--- config.mk ---
export PLATFORM = sky130hd
export DESIGN_NAME = wdog_ctl
export DESIGN_NICKNAME = d
export VERILOG_FILES = /design/src/rtl/wdog_pkg.sv /design/src/rtl/wdog_modereg.sv /design/src/rtl/wdog_gate.sv /design/src/rtl/wdog_core.sv /design/src/rtl/wdog_ctl.sv
export SDC_FILE = /design/constraint.sdc
export NUM_CORES = 1
export LEC_CHECK = 0
export ABC_AREA = 1
export ABC_CLOCK_PERIOD_IN_PS = 1900
export BUFFER_PORTS_ARGS = -buffer_cell sky130_fd_sc_hd__buf_4
export CORE_ASPECT_RATIO = 0.8
export CORE_MARGIN = 1
export CORE_UTILIZATION = 30
export CTS_BUF_LIST = sky130_fd_sc_hd__clkbuf_8
export CTS_CLUSTER_SIZE = 10
export DETAILED_ROUTE_END_ITERATION = 8
export MAX_ROUTING_LAYER = met4
export PLACE_DENSITY = 0.48
export SETUP_SLACK_MARGIN = 0.4
export SYNTH_ARGS = -nofsm -noshare
export SYNTH_HDL_FRONTEND = slang
export SYNTH_SLANG_ARGS = --single-unit
--- constraint.sdc ---
create_clock -name clk -period 1.9 [get_ports clk]
set_input_delay 0.285 -clock clk [delete_from_list [all_inputs] [get_ports clk]]
set_output_delay 0.285 -clock clk [all_outputs]
set_load 0.005 [all_outputs]
--- src/rtl/wdog_pkg.sv ---
package wdog_pkg;

   localparam int MODE_W = 5;

   // Field order matters: software writes these positions.
   typedef struct packed {
      logic       src_ext;   // 4: 1 = external step source
      logic       stop_run;  // 3: count while stopped (RC source only)
      logic       halt_run;  // 2: count while halted
      logic [1:0] tap;       // 1:0: timeout tap
   } wdog_mode_t;

   localparam wdog_mode_t MODE_RST = '{src_ext: 1'b0, stop_run: 1'b0,
                                       halt_run: 1'b1, tap: 2'b01};

   function automatic int tap_shift(input logic [1:0] t);
      case (t)
         2'd0:    return 0;
         2'd1:    return 1;
         2'd2:    return 2;
         default: return 4;
      endcase
   endfunction

endpackage

--- src/rtl/wdog_modereg.sv ---
module wdog_modereg
   import wdog_pkg::*;
#(
   parameter int WIN_CYCLES = 60
) (
   input  logic       clk,
   input  logic       por_i,
   input  logic       restart_i,
   input  logic       wr_en_i,
   input  wdog_mode_t wr_data_i,
   output wdog_mode_t mode_o,
   output logic       open_o
);

   localparam int WIN_W = $clog2(WIN_CYCLES + 1);

   logic [WIN_W-1:0] win_q;
   wdog_mode_t       mode_q;

   assign open_o = (win_q < WIN_W'(WIN_CYCLES));
   assign mode_o = mode_q;

   always_ff @(posedge clk or posedge por_i) begin
      if (por_i) begin
         win_q  <= '0;
         mode_q <= MODE_RST;
      end else begin
         if (wr_en_i && open_o) mode_q <= wr_data_i;
         if (restart_i)         win_q  <= '0;
         else if (open_o)       win_q  <= win_q + 1'b1;
      end
   end

endmodule

--- src/rtl/wdog_gate.sv ---
module wdog_gate
   import wdog_pkg::*;
(
   input  wdog_mode_t mode_i,
   input  logic       perm_i,
   input  logic       halt_i,
   input  logic       stop_i,
   input  logic       rc_tick_i,
   input  logic       ext_tick_i,
   output logic       step_o
);

   logic tick;
   logic allow;

   always_comb begin
      tick = mode_i.src_ext ? ext_tick_i : rc_tick_i;
      if (stop_i)      allow = !mode_i.src_ext && (perm_i || mode_i.stop_run);
      else if (halt_i) allow = perm_i || mode_i.halt_run;
      else             allow = 1'b1;
      step_o = tick && allow;
   end

endmodule

--- src/rtl/wdog_core.sv ---
module wdog_core
   import wdog_pkg::*;
#(
   parameter int BASE_TICKS = 128,
   parameter int SCALE_SHR  = 0,
   parameter int PULSE_LEN  = 4,
   parameter int CNT_W      = 11
) (
   input  logic       clk,
   input  logic       por_i,
   input  logic       perm_i,
   input  logic       kick_i,
   input  logic       step_i,
   input  logic [1:0] tap_i,
   output logic       fire_o,
   output logic       rst_o
);

   localparam int PW = $clog2(PULSE_LEN + 1);

   logic [CNT_W-1:0] lim_last [4];
   logic [CNT_W-1:0] cnt_q;
   logic [PW-1:0]    pls_q;
   logic             en_q;
   logic             busy;
   logic             active;

   for (genvar g = 0; g < 4; g++) begin : g_tap
      localparam int LIM = (BASE_TICKS << tap_shift(2'(g))) >> SCALE_SHR;
      assign lim_last[g] = CNT_W'(LIM - 1);
   end

   assign busy   = (pls_q != '0);
   assign active = (en_q || perm_i) && !busy;
   assign fire_o = active && step_i && !kick_i && (cnt_q >= lim_last[tap_i]);
   assign rst_o  = busy;

   always_ff @(posedge clk or posedge por_i) begin
      if (por_i) begin
         en_q  <= 1'b0;
         cnt_q <= '0;
         pls_q <= '0;
      end else begin
         if (busy) pls_q <= pls_q - 1'b1;
         if (fire_o) begin
            pls_q <= PW'(PULSE_LEN);
            cnt_q <= '0;
            en_q  <= 1'b0;
         end else if (kick_i && !busy) begin
            cnt_q <= '0;
            en_q  <= 1'b1;
         end else if (active && step_i) begin
            cnt_q <= cnt_q + 1'b1;
         end
      end
   end

endmodule

--- src/rtl/wdog_ctl.sv ---
module wdog_ctl
   import wdog_pkg::*;
#(
   parameter int BASE_TICKS = 128,
   parameter int SCALE_SHR  = 0,
   parameter int PULSE_LEN  = 4,
   parameter int WIN_CYCLES = 60
) (
   input  logic              clk,
   input  logic              por_i,
   input  logic              rc_tick_i,
   input  logic              ext_tick_i,
   input  logic              kick_i,
   input  logic              halt_i,
   input  logic              stop_i,
   input  logic              wake_i,
   input  logic              perm_i,
   input  logic              wr_en_i,
   input  logic [MODE_W-1:0] wr_data_i,
   output logic              wd_rst_o
);

   localparam int CNT_W = $clog2((BASE_TICKS << 4) >> SCALE_SHR);

   if (PULSE_LEN < 1) begin : g_bad_pulse
      $error("wdog_ctl: PULSE_LEN must be at least 1");
   end
   if (WIN_CYCLES < 1) begin : g_bad_win
      $error("wdog_ctl: WIN_CYCLES must be at least 1");
   end
   if ((BASE_TICKS >> SCALE_SHR) < 2) begin : g_bad_scale
      $error("wdog_ctl: shortest tap must be at least 2 steps");
   end

   wdog_mode_t        mode;
   logic [MODE_W-1:0] mode_w;
   logic              fire_w;
   logic              step_w;
   logic              win_open;

   assign mode_w = mode;

   wdog_modereg #(.WIN_CYCLES(WIN_CYCLES)) u_mode (
      .clk       (clk),
      .por_i     (por_i),
      .restart_i (wake_i || fire_w),
      .wr_en_i   (wr_en_i),
      .wr_data_i (wdog_mode_t'(wr_data_i)),
      .mode_o    (mode),
      .open_o    (win_open)
   );

   wdog_gate u_gate (
      .mode_i     (mode),
      .perm_i     (perm_i),
      .halt_i     (halt_i),
      .stop_i     (stop_i),
      .rc_tick_i  (rc_tick_i),
      .ext_tick_i (ext_tick_i),
      .step_o     (step_w)
   );

   wdog_core #(
      .BASE_TICKS (BASE_TICKS),
      .SCALE_SHR  (SCALE_SHR),
      .PULSE_LEN  (PULSE_LEN),
      .CNT_W      (CNT_W)
   ) u_core (
      .clk    (clk),
      .por_i  (por_i),
      .perm_i (perm_i),
      .kick_i (kick_i),
      .step_i (step_w),
      .tap_i  (mode.tap),
      .fire_o (fire_w),
      .rst_o  (wd_rst_o)
   );

   logic unused_open;
   assign unused_open = win_open;

endmodule

# Yosys cells after proc, flatten, opt, wreduce, memory -nomap -nowiden
# Cells that the tools add are included.
[classes]
n_lt_le_gt_ge = 3
muxes = 15
bitwise_logic = 1
addsub = 3
n_reduce_logical = 20
[op_table]
columns = ["operator", "count"]
rows = [
  ["$mux W11", 5],
  ["$bmux W11 S2", 1],
  ["$mux W6", 2],
  ["$add A11 B1 Y11 const B", 1],
  ["$ge A11 B11 Y1", 1],
  ["$logic_and A1 B1 Y1", 8],
  ["$add A6 B1 Y6 const B", 1],
  ["$lt A6 B6 Y1 const B", 1],
  ["$mux W3", 2],
  ["$reduce_bool A2 Y1", 3],
  ["$reduce_bool A3 Y1", 2],
  ["$mux W1", 5],
  ["$logic_or A1 B1 Y1", 4],
  ["$ge A3 B3 Y1 const B", 1],
  ["$logic_not A1 Y1", 3],
  ["$not A2 Y3", 1],
  ["$sub A3 B1 Y3 const B", 1],
]
[totals]
in_bits = 15
output_inout_bits = 1
register_bits = 26

# Logic depth before layout (Yosys ltp)
# Gate-level depths: netlist of the first run.
[logic_depth]
ltp_word = 9
mapped_depth = 12
ltp_nobuf = 11

# Modules after synthesis
# A second synthesis of the first run with hierarchy kept.
[hier_totals]
hier_cells = 219
area_unflattened_um2 = 1607.8
[modules_own_cells]
columns = ["module", "cells_each", "area_each_um2", "instances"]
rows = [
  ["wdog_core", 139, 1011.0, 1],
  ["wdog_modereg", 63, 530.5, 1],
  ["wdog_gate", 14, 55.1, 1],
  ["wdog_ctl", 3, 11.3, 1],
]

# Worst setup path before layout of the first run
# Ideal clock, no wire load.
[synth_timing]
kind = "flip-flop to flip-flop"
startpoint = "reg u_mode.mode_q (netlist bit u_mode.mode_o[0])"
endpoint = "reg u_core.pls_q[2]"
setup_slack_ns = 0.195
synth_period_minus_slack_ns = 1.705
n_path_buf = 1
t_arrival_ns = 1.576
setup_ns = 0.129
stages_incl_launch_ff = 10
path_cell_list = "dfstp_2 > nand2_1 > ha_1 > nand2_1 > inv_1 > a21oi_1 > nand3_2 > nand3_4 > buf_6 > o21ai_0"
[synth_via]
elab_chain_len = 7
word_cells_on_any_way = 8
[synth_rtl]
columns = ["element", "line", "source"]
rows = [
  ["start: declaration", "wdog_modereg.sv:18", "wdog_mode_t mode_q;"],
  ["start signal: assignment", "wdog_modereg.sv:28", "if (wr_en_i && open_o) mode_q <= wr_data_i;"],
  ["$not A2 Y3 (not written as such) (*)", "wdog_core.sv:35", "assign fire_o = active && step_i && !kick_i && (cnt_q >= lim_last[tap_i]);"],
  ["$bmux W11 S2 (*)", "wdog_core.sv:35", ""],
  ["$mux W11 (not written as such) (*) (2 in series)", "wdog_core.sv:35", ""],
  ["$ge A11 B11 Y1 (*)", "wdog_core.sv:35", ""],
  ["$logic_and A1 B1 Y1 (*)", "wdog_core.sv:35", ""],
  ["$mux W3 or $reduce_bool A2 Y1 (tied branches)", "--", ""],
  ["end signal: assignment", "wdog_core.sv:44", "if (busy) pls_q <= pls_q - 1'b1;"],
  ["end signal: assignment", "wdog_core.sv:46", "pls_q <= PW'(PULSE_LEN);"],
  ["end: declaration", "wdog_core.sv:23", "logic [PW-1:0] pls_q;"],
]
# Every way passes the cells marked *; elsewhere a longest branch is shown, timed or not. The select of a mux whose other input is x is not followed.
# A chain may end at the register's enable or synchronous reset.

# Worst setup path in the final report of the first run
[layout_timing]
startpoint = "reg u_mode.mode_q (netlist bit u_mode.mode_o[0])"
endpoint = "reg u_core.pls_q[1]"
# The elaborated chain is that of the path after synthesis.

==> results by group, run 1 <==
Setup path
  – Startpoint Class: flop
  – CP max FO: 5
  – CP arrival: 1.96 ns
  – CP Class: reg2reg
  – Required time of the critical path: 2.07 ns
  – Crit end category: flop

Layout
  – P&R area growth vs syn: 28.2%
  – Area of the multi-input gates: roughly 950 sq um
  – Layout filler cell count: ~530
  – Ant diodes: 0
  – Share of layout cells above drive strength 1: 32.9%
  – Nets: 271
  – Register area: 653 sq um

Global route
  – Pin count of the biggest net entering global routing: 27
  – Vias in the first global route: approximately 1300
  – Gr usage total: 14.4%
  – Grt ovf: 0
  – First-pass GRT wire length: between 6000 and 7000 um
  – Initial antenna violation count: 0

Drt
  – DRC violations left: 0
  – Via count: 1344
  – DRT iter0 DRCs: 87
  – Pre-antenna DRT Iters: 4
  – Via-to-Cell Ratio: about 4.4
  – Number of nets with antenna violations after routing: 0
  – Detailed Route WL: 3600 um
  – Drt wl/cell: 11.7 um

Yosys
  – FFs w/ async S/R, synth: 100%
  – Largest cells by area after synthesis: dfrtp_1 (36%), nand2_1 (11%), nor2_1 (6.3%)
  – Cell taking the most area after synthesis: dfrtp_1
  – Cell count after synthesis: about 210
  – Synth cell count leaders: nand2_1 (49), nor2_1 (28), inv_1 (25)
  – Mapped cell area: 1680 sq um
  – Number of synthesized register bits: 26
  – Register area share after synthesis: 38.9%
  – Synth Area per Inst: 8.03 sq um
  – Synth cell types: 30
  – Share of the synthesized area in the top cell type: between 30% and 40%
  – Number of enable flip-flop cells after synthesis: 0
  – Most frequent cell after synthesis: nand2_1
  – Syn_nets: 232
  – Synth Flop Type: dfrtp_1
  – Warnings from Yosys: 0

Clock tree
  – CTS buffer count: 3
  – H-tree depth: 1
  – Hold-fix buffers, CTS: 0
  – Root buf cell: clkbuf_8
  – Clk_lat worst skew: 0.27 ns
  – Clock sink total: 26
  – CTS tree: built
  – Max Root-Sink Buffers: 2
  – Reg clk slew, reported paths: 0.09 ns

Placed design
  – Buffers on Ports: 15
  – HPWL after DPL: 2640 um
  – Post-Place Setup Slack: approximately 0.14 ns
  – RD Place Congestion: around 0.76

Hold path
  – Hold crit path type: in2async

Die
  – Die area: slightly below 6000 sq um
  – Site Rows: 23
  – Chip width: 85.6 um
  – Boundary pin count: 16
  – Starting density of the core: 32.4%
  – Core footprint: 5180 sq um
  – Die H: 68.9 um

Pwr
  – Maximum vdd drop: 0.328 mV
  – LEAKAGE: 0.00108 uW
  – Pwr dens: 523 nW/um^2
  – Total power: roughly 1100 uW

Job
  – Total of max-cap violations: 0

STA
  – Final hold violations: 0
  – Clk_skew: 0.00464 ns
  – Tcrit/Tclk final: about 95%
  – Final setup TNS: 0 ns
  – Hold slack: 0.0646 ns
  – Post-layout min period: roughly 1.8 ns
  – Setup violators final: 0
  – Highest Clock Rate: between 500 and 600 MHz
  – Setup WS post-layout: ~0.10 ns
  – Max-slew violations: 0
  – Worst slew pin tran: roughly 0.35 ns
  – Unrepaired setup endpoints after global routing: true
  – Rel. slew slack: between 70 and 80%

Status
  – Status: completed
==> path summary, 6_finish.rpt <==
| path | from | to | slack, ns | cells after the start |
|---|---|---|---|---|
| max reg2reg | u_mode.mode_o[0] | u_core.pls_q[1] | 0.10 | 9 |
| max | u_mode.mode_o[0] | u_core.pls_q[1] | 0.10 | 9 |
| max in group asynchronous | por_i | u_mode.mode_o[0] | 1.52 | 3 |
| min in group clk | wr_data_i[4] | u_mode.mode_o[4] | 0.24 | 2 |
| min | por_i | u_mode.mode_o[3] | 0.06 | 3 |
| min reg2reg | u_mode.mode_o[2] | u_mode.mode_o[2] | 0.49 | 2 |
==> cells by family (layout without fill, tap and decap cells) <==
| group | Yosys count | in the layout | synth area share, % |
|---|---|---|---|
| XOR/XNOR | 9 | 9 | 4.70 |
| adder cells (fa/ha/maj) | 8 | 8 | 5.97 |
| flip-flops | 26 | 26 | 38.9 |
| AND/OR/NAND/NOR | 116 | 116 | 34.1 |
| multiplexers | 4 | 4 | 2.61 |
| AO/OA/AOI/OAI | 16 | 16 | 5.59 |
| buffers and inverters | 30 | 67 | 8.13 |
==> cells in the final DEF, fill, tap and decap left out, types with 7 or more instances in the layout <==
cell type and instances:
nand3_2 8, nand3_1 12, inv_1 21, nor2_1 26, buf_4 33, nand2_1 45
a21oi_1 7, dfrtp_1 24
==> report_power, final <==
group          switching, uW  leakage [uW]  internal [uW]
sequential              25.4      0.000339            583
combinational            112      0.000716           92.5
clock                    170     0.0000216            142
==> timing repair <==
item / 4_1_cts / 5_1_grt
resized for setup: 7 / 5
setup endpoints to repair: 22 / 25
pin swaps: 2 / 8
setup buffers: 7 / 2
gates cloned: 0 / 1
==> layout make-up <==
class                   instances  area share (%)
clock buffers                   3            1.92
inverters                      26            4.54
multi-input cells             153            44.4
flip-flops and latches         26            30.4
well taps                      62            3.61
repair buffers                 38            15.2
==> registers in the layout, summed over array words and instances (netlist names) <==
| register | cells |
|---|---|
| u_core.pls_q | 3 |
| u_core.cnt_q | 11 |
| u_mode.win_q | 6 |
| u_mode.mode_o | 5 |
| u_core.en_q | 1 |
==> critical path, stage by stage (launching register included) <==
cell and delay (ns):
dfstp_2 0.57, nand2_4 0.07, ha_4 0.28, nand2_4 0.05, nor2_2 0.09, nand3_1 0.08
nand3_2 0.13, nand3_4 0.13, clkbuf_16 0.19, o21a_1 0.10
==> stage by stage <==
step / cell area [sq um] / utilization [%] / cells
floorplan: 1720 / - / 209
global placement: 1980 / 38.2 / 295
detailed placement: 1980 / 38.2 / 295
CTS: 2090 / 40.4 / 305
global route: 2150 / 41.5 / 308
finish: 2150 / 41.5 / 308
==> per-layer routing <==
metal / GRT usage [%] / vias up / wire [um]
li1: - / 735 / -
met1: 20.5 / 592 / 2040
met2: 21.3 / 15 / 1440
met3: 2.86 / 2 / 88
met4: 2.50 / 0 / 23
met5: - / - / 0
(Power assumes the default switching activity.)
==> run 2, diff against run 1 <==
--- a/config.mk
+++ b/config.mk
@@ -14,7 +14,6 @@
 export CTS_BUF_LIST = sky130_fd_sc_hd__clkbuf_8
 export CTS_CLUSTER_SIZE = 10
 export DETAILED_ROUTE_END_ITERATION = 8
-export MAX_ROUTING_LAYER = met4
 export PLACE_DENSITY = 0.48
 export SETUP_SLACK_MARGIN = 0.4
 export SYNTH_ARGS = -nofsm -noshare
==> run 2 against run 1 <==
Against the previous run:
- register-to-register slack hardly changed
- combinational power hardly changed
- highest routed layer unchanged
- first-iteration DRC count is 13% lower
- largest cell class unchanged
- non-clock buffer count stayed put
==> results by group, run 2 (synthesis results as in run 1) <==
Pwr
  – LEAKAGE: 0.00108 uW
  – Maximum vdd drop: 0.328 mV
  – Pwr dens: 523 nW/um^2
  – Total power: 1130 uW

Die
  – Die H: slightly below 70 um
  – Starting density of the core: 32.4%
  – Die area: approximately 5900 sq um
  – Boundary pin count: 16
  – Chip width: 85.6 um
  – Core footprint: 5180 sq um
  – Site Rows: 23

Setup path
  – CP arrival: about 2 ns
  – Required time of the critical path: 2.07 ns
  – RR Endpoint: u_core.pls_q[1]
  – Crit path launch: u_mode.mode_o[0]
  – Crit end category: flop
  – CP max FO: 5
  – Worst R2R Path Depth: 9
  – CP Class: reg2reg
  – FF-to-FF Start: u_mode.mode_o[0]
  – Startpoint Class: flop
  – Worst reg-to-reg setup slack: 0.10 ns

STA
  – Post-layout min period: 1.80 ns
  – Final hold violations: 0
  – Setup violators final: 0
  – Tcrit/Tclk final: ~95%
  – Unrepaired setup endpoints after global routing: true
  – Worst slew pin tran: 0.352 ns
  – Final setup TNS: 0 ns
  – Clk_skew: ~0.0048 ns
  – Highest Clock Rate: roughly 560 MHz
  – Setup WS post-layout: 0.104 ns
  – Rel. slew slack: between 70% and 80%
  – Max-slew violations: 0

Drt
  – DRC violations left: 0
  – Pre-antenna DRT Iters: 4
  – Via-to-Cell Ratio: approximately 4.4
  – Detailed Route WL: 3590 um
  – DRT iter0 DRCs: 76
  – Via count: ~1300
  – Drt wl/cell: around 12 um
  – Number of nets with antenna violations after routing: 0

Clock tree
  – Clock sink total: 26
  – CTS buffer count: 3
  – H-tree depth: 1
  – Root buf cell: clkbuf_8
  – Clk_lat worst skew: 0.27 ns
  – Max Root-Sink Buffers: 2
  – CTS tree: built
  – Hold-fix buffers, CTS: 0
  – Reg clk slew, reported paths: 0.09 ns

Global route
  – First-pass GRT wire length: 6260 um
  – Pin count of the biggest net entering global routing: 27
  – Initial antenna violation count: 0
  – Gr usage total: 13.9%
  – Vias in the first global route: 1343
  – Grt ovf: 0

Layout
  – Commonest non-fill, non-tap cell in the layout: nand2_1
  – Nets: 271
  – Area of the multi-input gates: between 900 and 1000 sq um
  – Share of layout cells above drive strength 1: 32.9%
  – Final core area utilization: 41.5%
  – P&R area growth vs syn: 28.2%
  – Fin cells: 308
  – Max reg flops: 11
  – Most frequent cells in the layout: nand2_1 (45), buf_4 (33), nor2_1 (26)
  – Ant diodes: 0
  – Layout filler cell count: 529
  – Register area: ~650 sq um
  – Largest Register: u_core.cnt_q

Placed design
  – Post-Place Setup Slack: 0.143 ns
  – Placed Instances: approximately 300
  – RD Place Congestion: 0.747
  – HPWL after DPL: 2640 um
  – Buffers on Ports: 15

Job
  – Total of max-cap violations: 0

Hold path
  – Hold crit path type: in2async

Status
  – Status: completed
run 2: cell counts in the layout (fill, tap and decap cells not counted):
No cell type changed its count.
run 2: cell type report:
type | instances | area share (%)
clock buffer | 3 | 1.92
timing repair buffer | 38 | 15.2
sequential | 26 | 30.4
tap | 62 | 3.61
inverter | 26 | 4.54
multi-input combinational | 153 | 44.4
run 2: metal layers:
metal  routed length, um  vias to the layer above  track usage, %
met5                   0                        -               0
met4                  23                        0            2.50
met3                  86                        2            2.86
met2                1440                       15            21.4
met1                2040                      595            20.4
li1                    -                      736               -
run 2: per-stage QoR:
| stage | cell area [sq um] | hold WS, ns |
|---|---|---|
| detailed placement | 1980 | 0.382 |
| global placement | 1980 | 0.380 |
| floorplan | 1720 | 0.324 |
| global route | 2150 | 0.110 |
| CTS | 2090 | 0.0795 |
| finish | 2150 | 0.0645 |
run 2: worst max path at each step:
stage / slack [ns] / depth (start not counted) / to
after floorplan: 0.26 / 9 / u_core.pls_q[1]
after global routing: 0.02 / 10 / u_core.cnt_q[3]
after global placement: 0.14 / 9 / u_mode.win_q[5]
final: 0.10 / 9 / u_core.pls_q[1]
after detailed placement: 0.14 / 9 / u_mode.win_q[5]
after CTS: 0.14 / 10 / u_core.cnt_q[6]
run 2: critical path, stage by stage, from the launching register on:
cell	delay, ns
dfstp_2	0.57
nand2_4	0.07
ha_4	0.28
nand2_4	0.05
nor2_2	0.09
nand3_1	0.08
nand3_2	0.13
nand3_4	0.13
clkbuf_16	0.19
o21a_1	0.10
run 2: power by group:
group	internal, uW	switching (uW)	total (uW)	leakage (uW)
Combinational	92.5	112	204	0.000716
Clock	142	170	312	0.0000216
Sequential	583	25.4	609	0.000339
run 2: repair_timing:
item                                    CTS  global route
pin swaps                                 2             8
gates resized for setup                   7             5
endpoints found under the setup margin   22            25
buffers inserted                          7             2
gates cloned                              0             1
==> run 3, diff against run 2 <==
--- a/config.mk
+++ b/config.mk
@@ -6,7 +6,7 @@
 export NUM_CORES = 1
 export LEC_CHECK = 0
 export ABC_AREA = 1
-export ABC_CLOCK_PERIOD_IN_PS = 1900
+export ABC_CLOCK_PERIOD_IN_PS = 2100
 export BUFFER_PORTS_ARGS = -buffer_cell sky130_fd_sc_hd__buf_4
 export CORE_ASPECT_RATIO = 0.8
 export CORE_MARGIN = 1
==> constraint.sdc (replaced) <==
create_clock -name clk -period 2.1 [get_ports clk]
set_input_delay 0.105 -clock clk [delete_from_list [all_inputs] [get_ports clk]]
set_output_delay 0.105 -clock clk [all_outputs]
set_load 0.005 [all_outputs]
==> run 3 against run 2 <==
Against the previous run:
- register-to-register slack gained 0.24 ns
- sequential power shrank 9.0%
- design area decreased by 1.8%
- clock power rose by 34%
- critical path type unchanged
- first-iteration DRC count decreased by 11%
- power grew 3.0%
- largest power group unchanged
- worst hold slack lost 0.0077 ns
- global-route usage fell by 0.18 points
==> results by group, run 3 (synthesis results as in run 1) <==
STA
  – Post-layout min period: between 1.5 and 2 ns
  – Highest Clock Rate: around 570 MHz
  – Clk_skew: just under 0.003 ns
  – Final setup TNS: 0 ns
  – Rel. slew slack: between 50% and 60%
  – Unrepaired setup endpoints after global routing: true
  – Tcrit/Tclk final: about 84%
  – Max-slew violations: 0
  – Setup violators final: 0
  – Final hold violations: 0
  – Worst slew pin tran: ~0.62 ns

Drt
  – DRC violations left: 0
  – Via-to-Cell Ratio: 4.57
  – Via count: 1377
  – Pre-antenna DRT Iters: 4
  – DRT iter0 DRCs: just under 70
  – Drt wl/cell: 11.7 um
  – Number of nets with antenna violations after routing: 0
  – Detailed Route WL: ~3500 um

Setup path
  – CP max FO: 8
  – Worst R2R Path Depth: 10
  – Startpoint Class: flop
  – Crit end category: flop
  – CP Class: reg2reg
  – Required time of the critical path: roughly 2.3 ns
  – RR Endpoint: u_core.cnt_q[6]
  – Worst reg-to-reg setup slack: 0.34 ns
  – CP arrival: 1.93 ns
  – FF-to-FF Start: u_mode.mode_o[0]

Pwr
  – Maximum vdd drop: 0.322 mV
  – LEAKAGE: 0.00103 uW
  – Pwr dens: 549 nW/um^2

Global route
  – Gr usage total: approximately 14%
  – Grt ovf: 0
  – First-pass GRT wire length: roughly 6200 um
  – Pin count of the biggest net entering global routing: 16
  – Initial antenna violation count: 0
  – Vias in the first global route: 1333

Layout
  – Commonest non-fill, non-tap cell in the layout: nand2_1
  – Largest Register: u_core.cnt_q
  – Design area: 2110 sq um
  – Most frequent cells in the layout: nand2_1 (45), buf_4 (28), nor2_1 (26)
  – Nets: 263
  – Ant diodes: 0
  – Layout filler cell count: 549
  – Max reg flops: 11
  – P&R area growth vs syn: 25.9%
  – Share of layout cells above drive strength 1: 31.0%

Hold path
  – Hold Path Origin: wr_data_i[4]
  – Hold Path End: u_mode.mode_o[4]
  – Hold crit path type: in2reg
  – Hold Path Depth: 2

Clock tree
  – Max Root-Sink Buffers: 2
  – H-tree depth: 1
  – Reg clk slew, reported paths: about 0.09 ns
  – CTS buffer count: 3
  – CTS tree: built
  – Clock sink total: 26
  – Root buf cell: clkbuf_8
  – Clk_lat worst skew: 0.27 ns

Die
  – Boundary pin count: 16
  – Chip width: approximately 86 um
  – Die area: 5900 sq um
  – Die H: 68.9 um
  – Core footprint: 5180 sq um
  – Site Rows: 23
  – Starting density of the core: between 30 and 40%

Status
  – Status: completed

Job
  – Total of max-cap violations: 0

Placed design
  – HPWL after DPL: 2560 um
  – Placed cell areas: 1880 sq um
  – RD Place Congestion: 0.797
  – Buffers on Ports: 15
run 3: metrics by stage:
step | util (%) | hold slack [ns] | power (uW) | cells | setup WS, ns
after CTS | 40.0 | 0.0434 | 1180 | 300 | 0.324
after global routing | 40.8 | 0.0388 | 1230 | 301 | 0.219
after floorplan | - | 0.144 | 676 | 209 | 0.405
after detailed placement | 36.3 | 0.231 | 727 | 288 | 0.168
after global placement | 36.3 | 0.219 | 729 | 288 | 0.210
final | 40.8 | 0.0568 | 1160 | 301 | 0.339
run 3: what timing repair did:
| action | 4_1_cts | 5_1_grt |
|---|---|---|
| hold endpoints to repair | 12 | 0 |
| setup buffers | 7 | 1 |
| setup endpoints to repair | 20 | 21 |
| gates resized for setup | 9 | 9 |
| pin swaps | 5 | 7 |
| hold buffers | 1 | 0 |
run 3: how the worst max path moves through the flow:
stage,startpoint,to
after floorplan,u_mode.mode_o[0],u_core.pls_q[2]
after global placement,u_mode.mode_o[0],u_mode.win_q[2]
after detailed placement,u_mode.mode_o[0],u_mode.win_q[3]
after CTS,u_mode.mode_o[0],u_core.cnt_q[6]
after global routing,u_mode.mode_o[0],u_core.cnt_q[2]
final,u_mode.mode_o[0],u_core.cnt_q[6]
run 3: where the power goes:
part	leakage, uW	total (uW)	internal [uW]	switching [uW]
logic	0.000661	186	83.1	103
clock network	0.0000357	418	255	163
registers	0.000338	554	528	26.1
run 3: worst max-delay path, cell delays in order (launching register included):
cell and delay (ns):
dfstp_2 0.58, nand2_4 0.08, ha_4 0.28, nand2_4 0.05
nor2_1 0.08, nand3_1 0.09, nand3_2 0.11, nand3_4 0.12
buf_12 0.17, nand3_2 0.05, nand2_1 0.05
run 3: final cells by class:
cell class / instances / area [sq um] / area share [%]
multi-input combinational: 153 / 967 / 45.8
sequential: 26 / 654 / 31.0
timing repair buffer: 30 / 240 / 11.4
inverter: 26 / 101 / 4.80
tap: 62 / 77.6 / 3.67
clock buffer: 3 / 41.3 / 1.95
clock inverter: 1 / 30.0 / 1.42
run 3: routing by layer:
metal | up-vias | share of wire, % | global-route usage, %
met5 | - | 0 | 0
met4 | 0 | 0.85 | 3.75
met3 | 2 | 3.9 | 3.21
met2 | 22 | 43 | 21.2
met1 | 628 | 53 | 19.3
li1 | 725 | - | -
